<file path="config.mk">
export PLATFORM = sky130hd
export DESIGN_NAME = nand_cmd_front
export DESIGN_NICKNAME = d
export VERILOG_FILES = /design/src/rtl/nand_cmd_pkg.sv /design/src/rtl/nand_strobe_edge.sv /design/src/rtl/nand_id_table.sv /design/src/rtl/nand_rst_timer.sv /design/src/rtl/nand_cmd_front.sv
export SDC_FILE = /design/constraint.sdc
export NUM_CORES = 1
export LEC_CHECK = 0
export BUFFER_PORTS_ARGS = -buffer_cell sky130_fd_sc_hd__buf_2
export CAP_MARGIN = 20
export CORE_MARGIN = 2
export CORE_UTILIZATION = 40
export DETAILED_ROUTE_END_ITERATION = 8
export HOLD_SLACK_MARGIN = 0.08
export PLACE_DENSITY = 0.72
export SYNTH_ARGS = -nofsm -noshare
export SYNTH_HDL_FRONTEND = slang
export SYNTH_HIERARCHICAL = 1
export SYNTH_SLANG_ARGS = --single-unit
export TNS_END_PERCENT = 5
</file>
<file path="constraint.sdc">
create_clock -name clk -period 4.9 [get_ports clk]
set_input_delay 0.49 -clock clk [delete_from_list [all_inputs] [get_ports clk]]
set_output_delay 0.49 -clock clk [all_outputs]
set_load 0.02 [all_outputs]
</file>
<file path="src/rtl/nand_cmd_pkg.sv">
package nand_cmd_pkg;

    typedef enum logic [1:0] {
        ST_IDLE    = 2'd0,
        ST_ID_ADDR = 2'd1,
        ST_ID_READ = 2'd2,
        ST_RESET   = 2'd3
    } fsm_t;

    localparam logic [7:0] CMD_IDENT  = 8'h90;
    localparam logic [7:0] CMD_RESET  = 8'hFF;
    localparam logic [7:0] ADDR_IDENT = 8'h00;
    localparam logic [6:0] STAT_LOW   = 7'h40;
    localparam int         ID_LEN     = 5;

    function automatic logic [7:0] ident_byte(input int unsigned pos);
        case (pos)
            0:       ident_byte = 8'hEC;
            1:       ident_byte = 8'hDA;
            2:       ident_byte = 8'h10;
            3:       ident_byte = 8'h95;
            4:       ident_byte = 8'h44;
            default: ident_byte = 8'h00;
        endcase
    endfunction

endpackage

</file>
<file path="src/rtl/nand_strobe_edge.sv">
module nand_strobe_edge (
    input  logic clk,
    input  logic rst_n,
    input  logic ce_n,
    input  logic we_n,
    input  logic re_n,
    output logic we_rise,
    output logic re_rise
);
    logic we_q;
    logic re_q;

    always_ff @(posedge clk or negedge rst_n) begin
        if (!rst_n) begin
            we_q <= 1'b1;
            re_q <= 1'b1;
        end else begin
            we_q <= we_n;
            re_q <= re_n;
        end
    end

    assign we_rise = !ce_n && !we_q && we_n;
    assign re_rise = !ce_n && !re_q && re_n;
endmodule

</file>
<file path="src/rtl/nand_id_table.sv">
module nand_id_table #(
    parameter int IDX_W = 3
) (
    input  logic [IDX_W-1:0] idx,
    output logic [7:0]       id_byte
);
    import nand_cmd_pkg::*;

    always_comb begin
        id_byte = ident_byte(32'(idx));
    end
endmodule

</file>
<file path="src/rtl/nand_rst_timer.sv">
module nand_rst_timer #(
    parameter int RST_CYCLES = 64,
    localparam int CW = $clog2(RST_CYCLES + 1)
) (
    input  logic          clk,
    input  logic          rst_n,
    input  logic          load,
    output logic [CW-1:0] cnt,
    output logic          last
);
    always_ff @(posedge clk or negedge rst_n) begin
        if (!rst_n) begin
            cnt <= '0;
        end else if (load) begin
            cnt <= CW'(RST_CYCLES);
        end else if (cnt != '0) begin
            cnt <= cnt - 1'b1;
        end
    end

    assign last = (cnt == CW'(1));
endmodule

</file>
<file path="src/rtl/nand_cmd_front.sv">
module nand_cmd_front #(
    parameter int RST_CYCLES = 64
) (
    input  logic       clk,
    input  logic       rst_n,
    input  logic       ce_n,
    input  logic       cle,
    input  logic       ale,
    input  logic       we_n,
    input  logic       re_n,
    input  logic       wp_n,
    input  logic [7:0] io_in,
    output logic [7:0] io_out,
    output logic       io_oe,
    input  logic       array_busy,
    output logic       array_abort,
    output logic       rb_n,
    output logic [7:0] status
);
    import nand_cmd_pkg::*;

    localparam int IDX_W = $clog2(ID_LEN + 1);
    localparam int CW    = $clog2(RST_CYCLES + 1);

    fsm_t             state_q, state_d;
    logic [IDX_W-1:0] idx_q;
    logic [7:0]       status_q;
    logic             abort_q;
    logic             we_rise, re_rise;
    logic             cmd_stb, adr_stb, rst_hit;
    logic [CW-1:0]    rst_cnt;
    logic             rst_last;
    logic [7:0]       id_b;

    nand_strobe_edge u_edge (
        .clk     (clk),
        .rst_n   (rst_n),
        .ce_n    (ce_n),
        .we_n    (we_n),
        .re_n    (re_n),
        .we_rise (we_rise),
        .re_rise (re_rise)
    );

    assign cmd_stb = we_rise && cle && !ale;
    assign adr_stb = we_rise && ale && !cle;
    assign rst_hit = cmd_stb && (io_in == CMD_RESET);

    nand_rst_timer #(.RST_CYCLES(RST_CYCLES)) u_timer (
        .clk   (clk),
        .rst_n (rst_n),
        .load  (rst_hit),
        .cnt   (rst_cnt),
        .last  (rst_last)
    );

    nand_id_table #(.IDX_W(IDX_W)) u_table (
        .idx     (idx_q),
        .id_byte (id_b)
    );

    // next-state decode
    always_comb begin
        state_d = state_q;
        if (rst_hit) begin
            state_d = ST_RESET;
        end else begin
            unique case (state_q)
                ST_IDLE, ST_ID_READ: begin
                    if (cmd_stb)
                        state_d = (io_in == CMD_IDENT) ? ST_ID_ADDR : ST_IDLE;
                end
                ST_ID_ADDR: begin
                    if (cmd_stb)
                        state_d = (io_in == CMD_IDENT) ? ST_ID_ADDR : ST_IDLE;
                    else if (adr_stb)
                        state_d = (io_in == ADDR_IDENT) ? ST_ID_READ : ST_IDLE;
                end
                ST_RESET: begin
                    if (rst_last)
                        state_d = ST_IDLE;
                end
            endcase
        end
    end

    // state register and datapath registers
    always_ff @(posedge clk or negedge rst_n) begin
        if (!rst_n) begin
            state_q  <= ST_IDLE;
            idx_q    <= '0;
            status_q <= 8'h00;
            abort_q  <= 1'b0;
        end else begin
            state_q <= state_d;
            abort_q <= rst_hit;
            if (rst_hit)
                status_q <= {wp_n, STAT_LOW};
            if (state_d == ST_ID_READ && state_q != ST_ID_READ)
                idx_q <= '0;
            else if (state_q == ST_ID_READ && re_rise && idx_q != IDX_W'(ID_LEN))
                idx_q <= idx_q + 1'b1;
        end
    end

    // outputs
    always_comb begin
        io_oe       = (state_q == ST_ID_READ) && !re_n && !ce_n;
        io_out      = io_oe ? id_b : 8'h00;
        rb_n        = (state_q != ST_RESET) && !array_busy;
        array_abort = abort_q;
        status      = status_q;
    end
endmodule

</file>
; ---- After elaboration in Yosys (flattened, before gate mapping)
; Cells that the tools add are included.
[totals]
register_bits = 17
latch_bits = 0
ramBits = 0
mem_bits_ro = 0
input_bits = 17
out_inout_bits = 19
wordCells = 66
mem_count = 0
[op_classes]
n_addsub = 2
n_mul = 0
div_mod_pow = 0
magnitude_cmp = 0
eq_ne = 14
shift = 0
n_mux = 14
n_bitwise = 0
reduce_logical = 29
[op_table]
columns = cell, count
row1 = 8-bit case mux with 5 select lines, 1
row2 = "8-bit == test, second input constant", 2
row3 = 1-bit logical AND, 15
row4 = 7-bit two-way mux, 2
row5 = 2-bit two-way mux, 6
row6 = 8-bit logical NOT, 1
row7 = 8-bit two-way mux, 1
row8 = "7-bit by 1-bit == test with 1-bit output, second input constant", 1
row9 = 1-bit logical NOT, 7
row10 = 7-bit nonzero test, 1
row11 = "7-bit by 1-bit subtractor with 7-bit output, second input constant", 1
row12 = "2-bit == test, second input constant", 3
row13 = "3-bit by 2-bit == test with 1-bit output, second input constant", 2
row14 = 3-bit two-way mux, 2
row15 = 2-bit case mux with 3 select lines, 1
row16 = "2-bit inequality test, second input constant", 2
row17 = 2-bit nonzero test, 2
row18 = "3-bit by 1-bit adder with 3-bit output, second input constant", 1
row19 = "3-bit by 1-bit == test with 1-bit output, second input constant", 1
row20 = "3-bit == test, second input constant", 1
row21 = 3-bit logical NOT, 1
row22 = "3-bit inequality test, second input constant", 1
row23 = "2-bit by 1-bit == test with 1-bit output, second input constant", 1
row24 = 2-bit logical NOT, 1
row25 = 2 further kinds, 2

; ---- Depth between registers and ports, before layout
[depth]
word_depth = 12
mapped_depth = 6
depth_no_buf = 6

; ---- Hierarchy
; Netlist, hierarchy kept.
[by_module_without_submodules]
columns = mod, n_inst, cells_each, area_each_um2, seq_area_each_um2
row1 = nand_cmd_front, 1, 62, 608.1, 200.2
row2 = nand_rst_timer, 1, 38, 380.4, 175.2
row3 = nand_strobe_edge, 1, 4, 67.6, 52.6
row4 = nand_id_table, 1, 12, 55.1, 0.0

; ---- Worst setup path before layout
; Ideal clock, no wire load.
[synth_timing]
kind = input-to-reg
from = in ce_n
to = reg status_q[7], in the netlist status[7]
setup_time_ps = 127
arrival_time_ps = 1707
required_ps = 4773
slack_ps = 3066
stages = 5
n_path_buf = 0
path_cell_list = nor3b_1 > nand3b_4 > or3_4 > clkinv_2 > mux2_1
[synth_between]
elab_chain_cells = 6
[synth_lines]
columns = element, line_no
row1 = from (decl), nand_cmd_front.sv:6  ; input logic ce_n,
row2 = 1-bit logical NOT, nand_strobe_edge.sv:23  ; assign we_rise = !ce_n && !we_q && we_n;
row3 = 1-bit logical AND (2 in series), nand_strobe_edge.sv:23
row4 = 1-bit logical AND (2 in series), nand_cmd_front.sv:45  ; assign cmd_stb = we_rise && cle && !ale;
row5 = 1-bit logical AND, nand_cmd_front.sv:47  ; assign rst_hit = cmd_stb && (io_in == CMD_RESET);
row6 = via rst_hit, nand_cmd_front.sv:30  ; logic cmd_stb, adr_stb, rst_hit;
row7 = to (signal assigned), nand_cmd_front.sv:98  ; status_q <= {wp_n, STAT_LOW};
row8 = to (decl), nand_cmd_front.sv:27  ; logic [7:0] status_q;
; The timed path passes the listed nets, and every way through them passes these cells.
; A chain may end at the register's enable or synchronous reset.

; ---- Worst setup path in the final report
[layout_timing]
from = reg state_q[0]
to = out io_out[7]
[layout_between]
elab_chain_cells = 4
[layout_lines]
columns = element, line_no
row1 = from (decl), nand_cmd_front.sv:25  ; fsm_t state_q, state_d;
row2 = from (signal assigned), nand_cmd_front.sv:95  ; state_q <= state_d;
row3 = 2-bit == test, nand_cmd_front.sv:108  ; io_oe = (state_q == ST_ID_READ) && !re_n && !ce_n;
row4 = 1-bit logical AND (2 in series), nand_cmd_front.sv:108
row5 = 8-bit two-way mux, nand_cmd_front.sv:109  ; io_out = io_oe ? id_b : 8'h00;
row6 = to (decl), nand_cmd_front.sv:13  ; output logic [7:0] io_out,
; No other way between the ends.

==> flow_summary.json <==
{
  "dp_hpwl_um": 1720,
  "r2r-start": "u_timer/cnt[4]$_DFFE_PN0P_",
  "synthCells": 116,
  "ys_seq_elements": 17,
  "maxSlewViolCount": 0,
  "path_clk_slew_ps": 100,
  "clk_latency_ps": 290,
  "num_vias": 936,
  "rsz0062_at_grt": "false",
  "syn_area_per_cell_um2": 9.58,
  "initial_utilization": 0.414,
  "path_max_fanout": 9,
  "n_fill_cell": 262,
  "layout_commonest_cell": "buf_2",
  "antenna_found_initial": 0,
  "grt_max_degree": 18,
  "critPathRequiredTime_ps": 4410,
  "fmax_mhz": 486,
  "detail-route-antenna-nets": 0,
  "io_buffers": 29,
  "die_h_um": 56.7,
  "r2r_cells": 5,
  "dieArea_um2": 3220,
  "antenna_cells": 0,
  "hold_class": "primary input to asynchronous set/reset pin",
  "gp_congestion": 0.737,
  "root_buffer": "clkbuf_4",
  "skew_ps": 5.32,
  "critPathLaunchType": "flop",
  "overflow": 0,
  "seq_area_frac_synth": 0.385,
  "finalSetupViolations": 0,
  "r2r_setup_slack_ps": 2900,
  "clkSinkCount": 17,
  "vias_per_cell": 5.29,
  "cts-hold-fix-buffers": 0,
  "fin_crit_sh": 0.420,
  "slew_headroom": 0.506,
  "path_class": "flop to output pin",
  "area_growth_pct": 15.2,
  "most-common-layout-cells": "buf_2, dfrtp_1, and2_1",
  "wl_um": 2150,
  "async_reset_ff_frac": 1.00,
  "drc": 0,
  "cap_violations": 0,
  "ys_warn_count": 6,
  "worstPathArrival_ps": 1570,
  "dp_slack_ps": 2780,
  "row_count": 19,
  "clockBufferDepth": 2,
  "grt_pass1_wl_um": 3740,
  "finalHoldViolations": 0,
  "cts_setup_buffers": 0,
  "crit_path_start": "state_q[0]$_DFF_PN0_",
  "fin_ws_ps": 2840,
  "dr.pass1.iters": 4,
  "leakage_nw": 0.636,
  "seq_area_um2": 428,
  "numCtsBuffers": 3,
  "tightest_slew_ps": 739,
  "ctsHtreeMaxLevel": 1,
  "die_x_um": 56.7,
  "status": "finished clean",
  "drive_above_1_share": 0.281,
  "core_area_um2": 2690,
  "multi_input_area_um2": 613,
  "setup_tns_ps": 0,
  "grt_pass1_vias": 867,
  "critPathCaptureType": "output pin",
  "synth-main-ff-cell": "dfrtp_1",
  "rr_endpoint": "state_q[1]$_DFF_PN0_",
  "powerDensity_nw_per_um2": 317,
  "ir_worst_vdd_mv": 0.235,
  "synth.distinct_cells": 42,
  "synth_edf_count": 0,
  "period_needed_ps": 2060,
  "io_pins": 36,
  "cts_tree": "done",
  "wl_per_cell_um": 12.1,
  "post_cts_resized": 0,
  "gr-usage-all-layers": 0.147,
  "hold_slack_ps": 99.1,
  "final_nets": 168,
  "syn_area_um2": 1110,
  "drt_iter0_markers": 32
}
## how the worst max path moves through the flow
stage,end,depth (start not counted),slack [ps]
global route,io_out[2],3,2700
global placement,status[7]$_DFFE_PN0P_,6,2840
floorplan,status[7]$_DFFE_PN0P_,5,3070
finish,io_out[7],3,2840
CTS,io_out[3],3,2820
detailed placement,status[7]$_DFFE_PN0P_,6,2780
## cell families after synthesis
| group | count (synthesis) | synth area share |
|---|---|---|
| AOI/OAI and AO/OA | 23 | 0.142 |
| xor gates and xnor gates | 1 | 0.00788 |
| adders and majority gates | 4 | 0.0450 |
| buffers and inverters | 15 | 0.0799 |
| DFF | 17 | 0.385 |
| muxes | 1 | 0.0101 |
| other | 1 | 0.00338 |
| and+or+nand+nor | 54 | 0.327 |
## worst max-delay path, cell delays in order, from the launching register on
cell     delay, ps
dfrtp_1        490
nor4b_4        450
and2_1         180
buf_2          160
## power breakdown
part,switching (mW),internal (mW)
Sequential,0.0412,0.173
Combinational,0.0607,0.0562
Clock,0.0442,0.0304
## layer usage
metal  track usage  share of wire
met1         0.165           0.40
met2         0.266           0.54
met3        0.0161          0.038
met4        0.0782          0.014
met5             0              0
## Yosys cell counts (2+ instances only)
| cell | instances | share of area |
|---|---|---|
| dfrtp_1 | 15 | 0.34 |
| or3_1 | 4 | 0.023 |
| and2_1 | 10 | 0.056 |
| a211oi_1 | 2 | 0.014 |
| nand2b_1 | 3 | 0.017 |
| nand4_1 | 2 | 0.011 |
| nand2_1 | 6 | 0.020 |
| nor3b_1 | 3 | 0.020 |
| and3b_1 | 2 | 0.016 |
| nor3_1 | 7 | 0.032 |
| a21oi_1 | 9 | 0.041 |
| a211o_1 | 2 | 0.016 |
| dfstp_2 | 2 | 0.047 |
| ha_1 | 4 | 0.045 |
| inv_1 | 6 | 0.020 |
| o21ai_0 | 2 | 0.0090 |
| nor4b_1 | 2 | 0.016 |
| buf_4 | 6 | 0.041 |
| nor2_1 | 6 | 0.020 |
## registers in the layout, summed over array words and instances, names as in the netlist
| register | count |
|---|---|
| status | 2 |
| u_timer/cnt | 7 |
| array_abort | 1 |
| state_q | 2 |
| u_edge/we_q | 1 |
| u_edge/re_q | 1 |
| idx_q | 3 |
## per-stage QoR
step | util | power, mW | std cells | instance area, µm²
floorplan | - | 0.305 | 121 | 1130
global placement | 0.466 | 0.326 | 173 | 1250
detailed placement | 0.466 | 0.333 | 173 | 1250
CTS | 0.476 | 0.410 | 177 | 1280
global route | 0.476 | 0.441 | 177 | 1280
finish | 0.476 | 0.405 | 177 | 1280
## final cells by class
type | count | share of cell area
Clock inverter | 1 | 0.00391
Multi-Input combinational cell | 89 | 0.479
Timing Repair Buffer | 29 | 0.113
Sequential cell | 17 | 0.334
Tap cell | 31 | 0.0303
Clock buffer | 3 | 0.0176
Inverter | 7 | 0.0215
No activity file was read; power rests on OpenSTA's default activity.
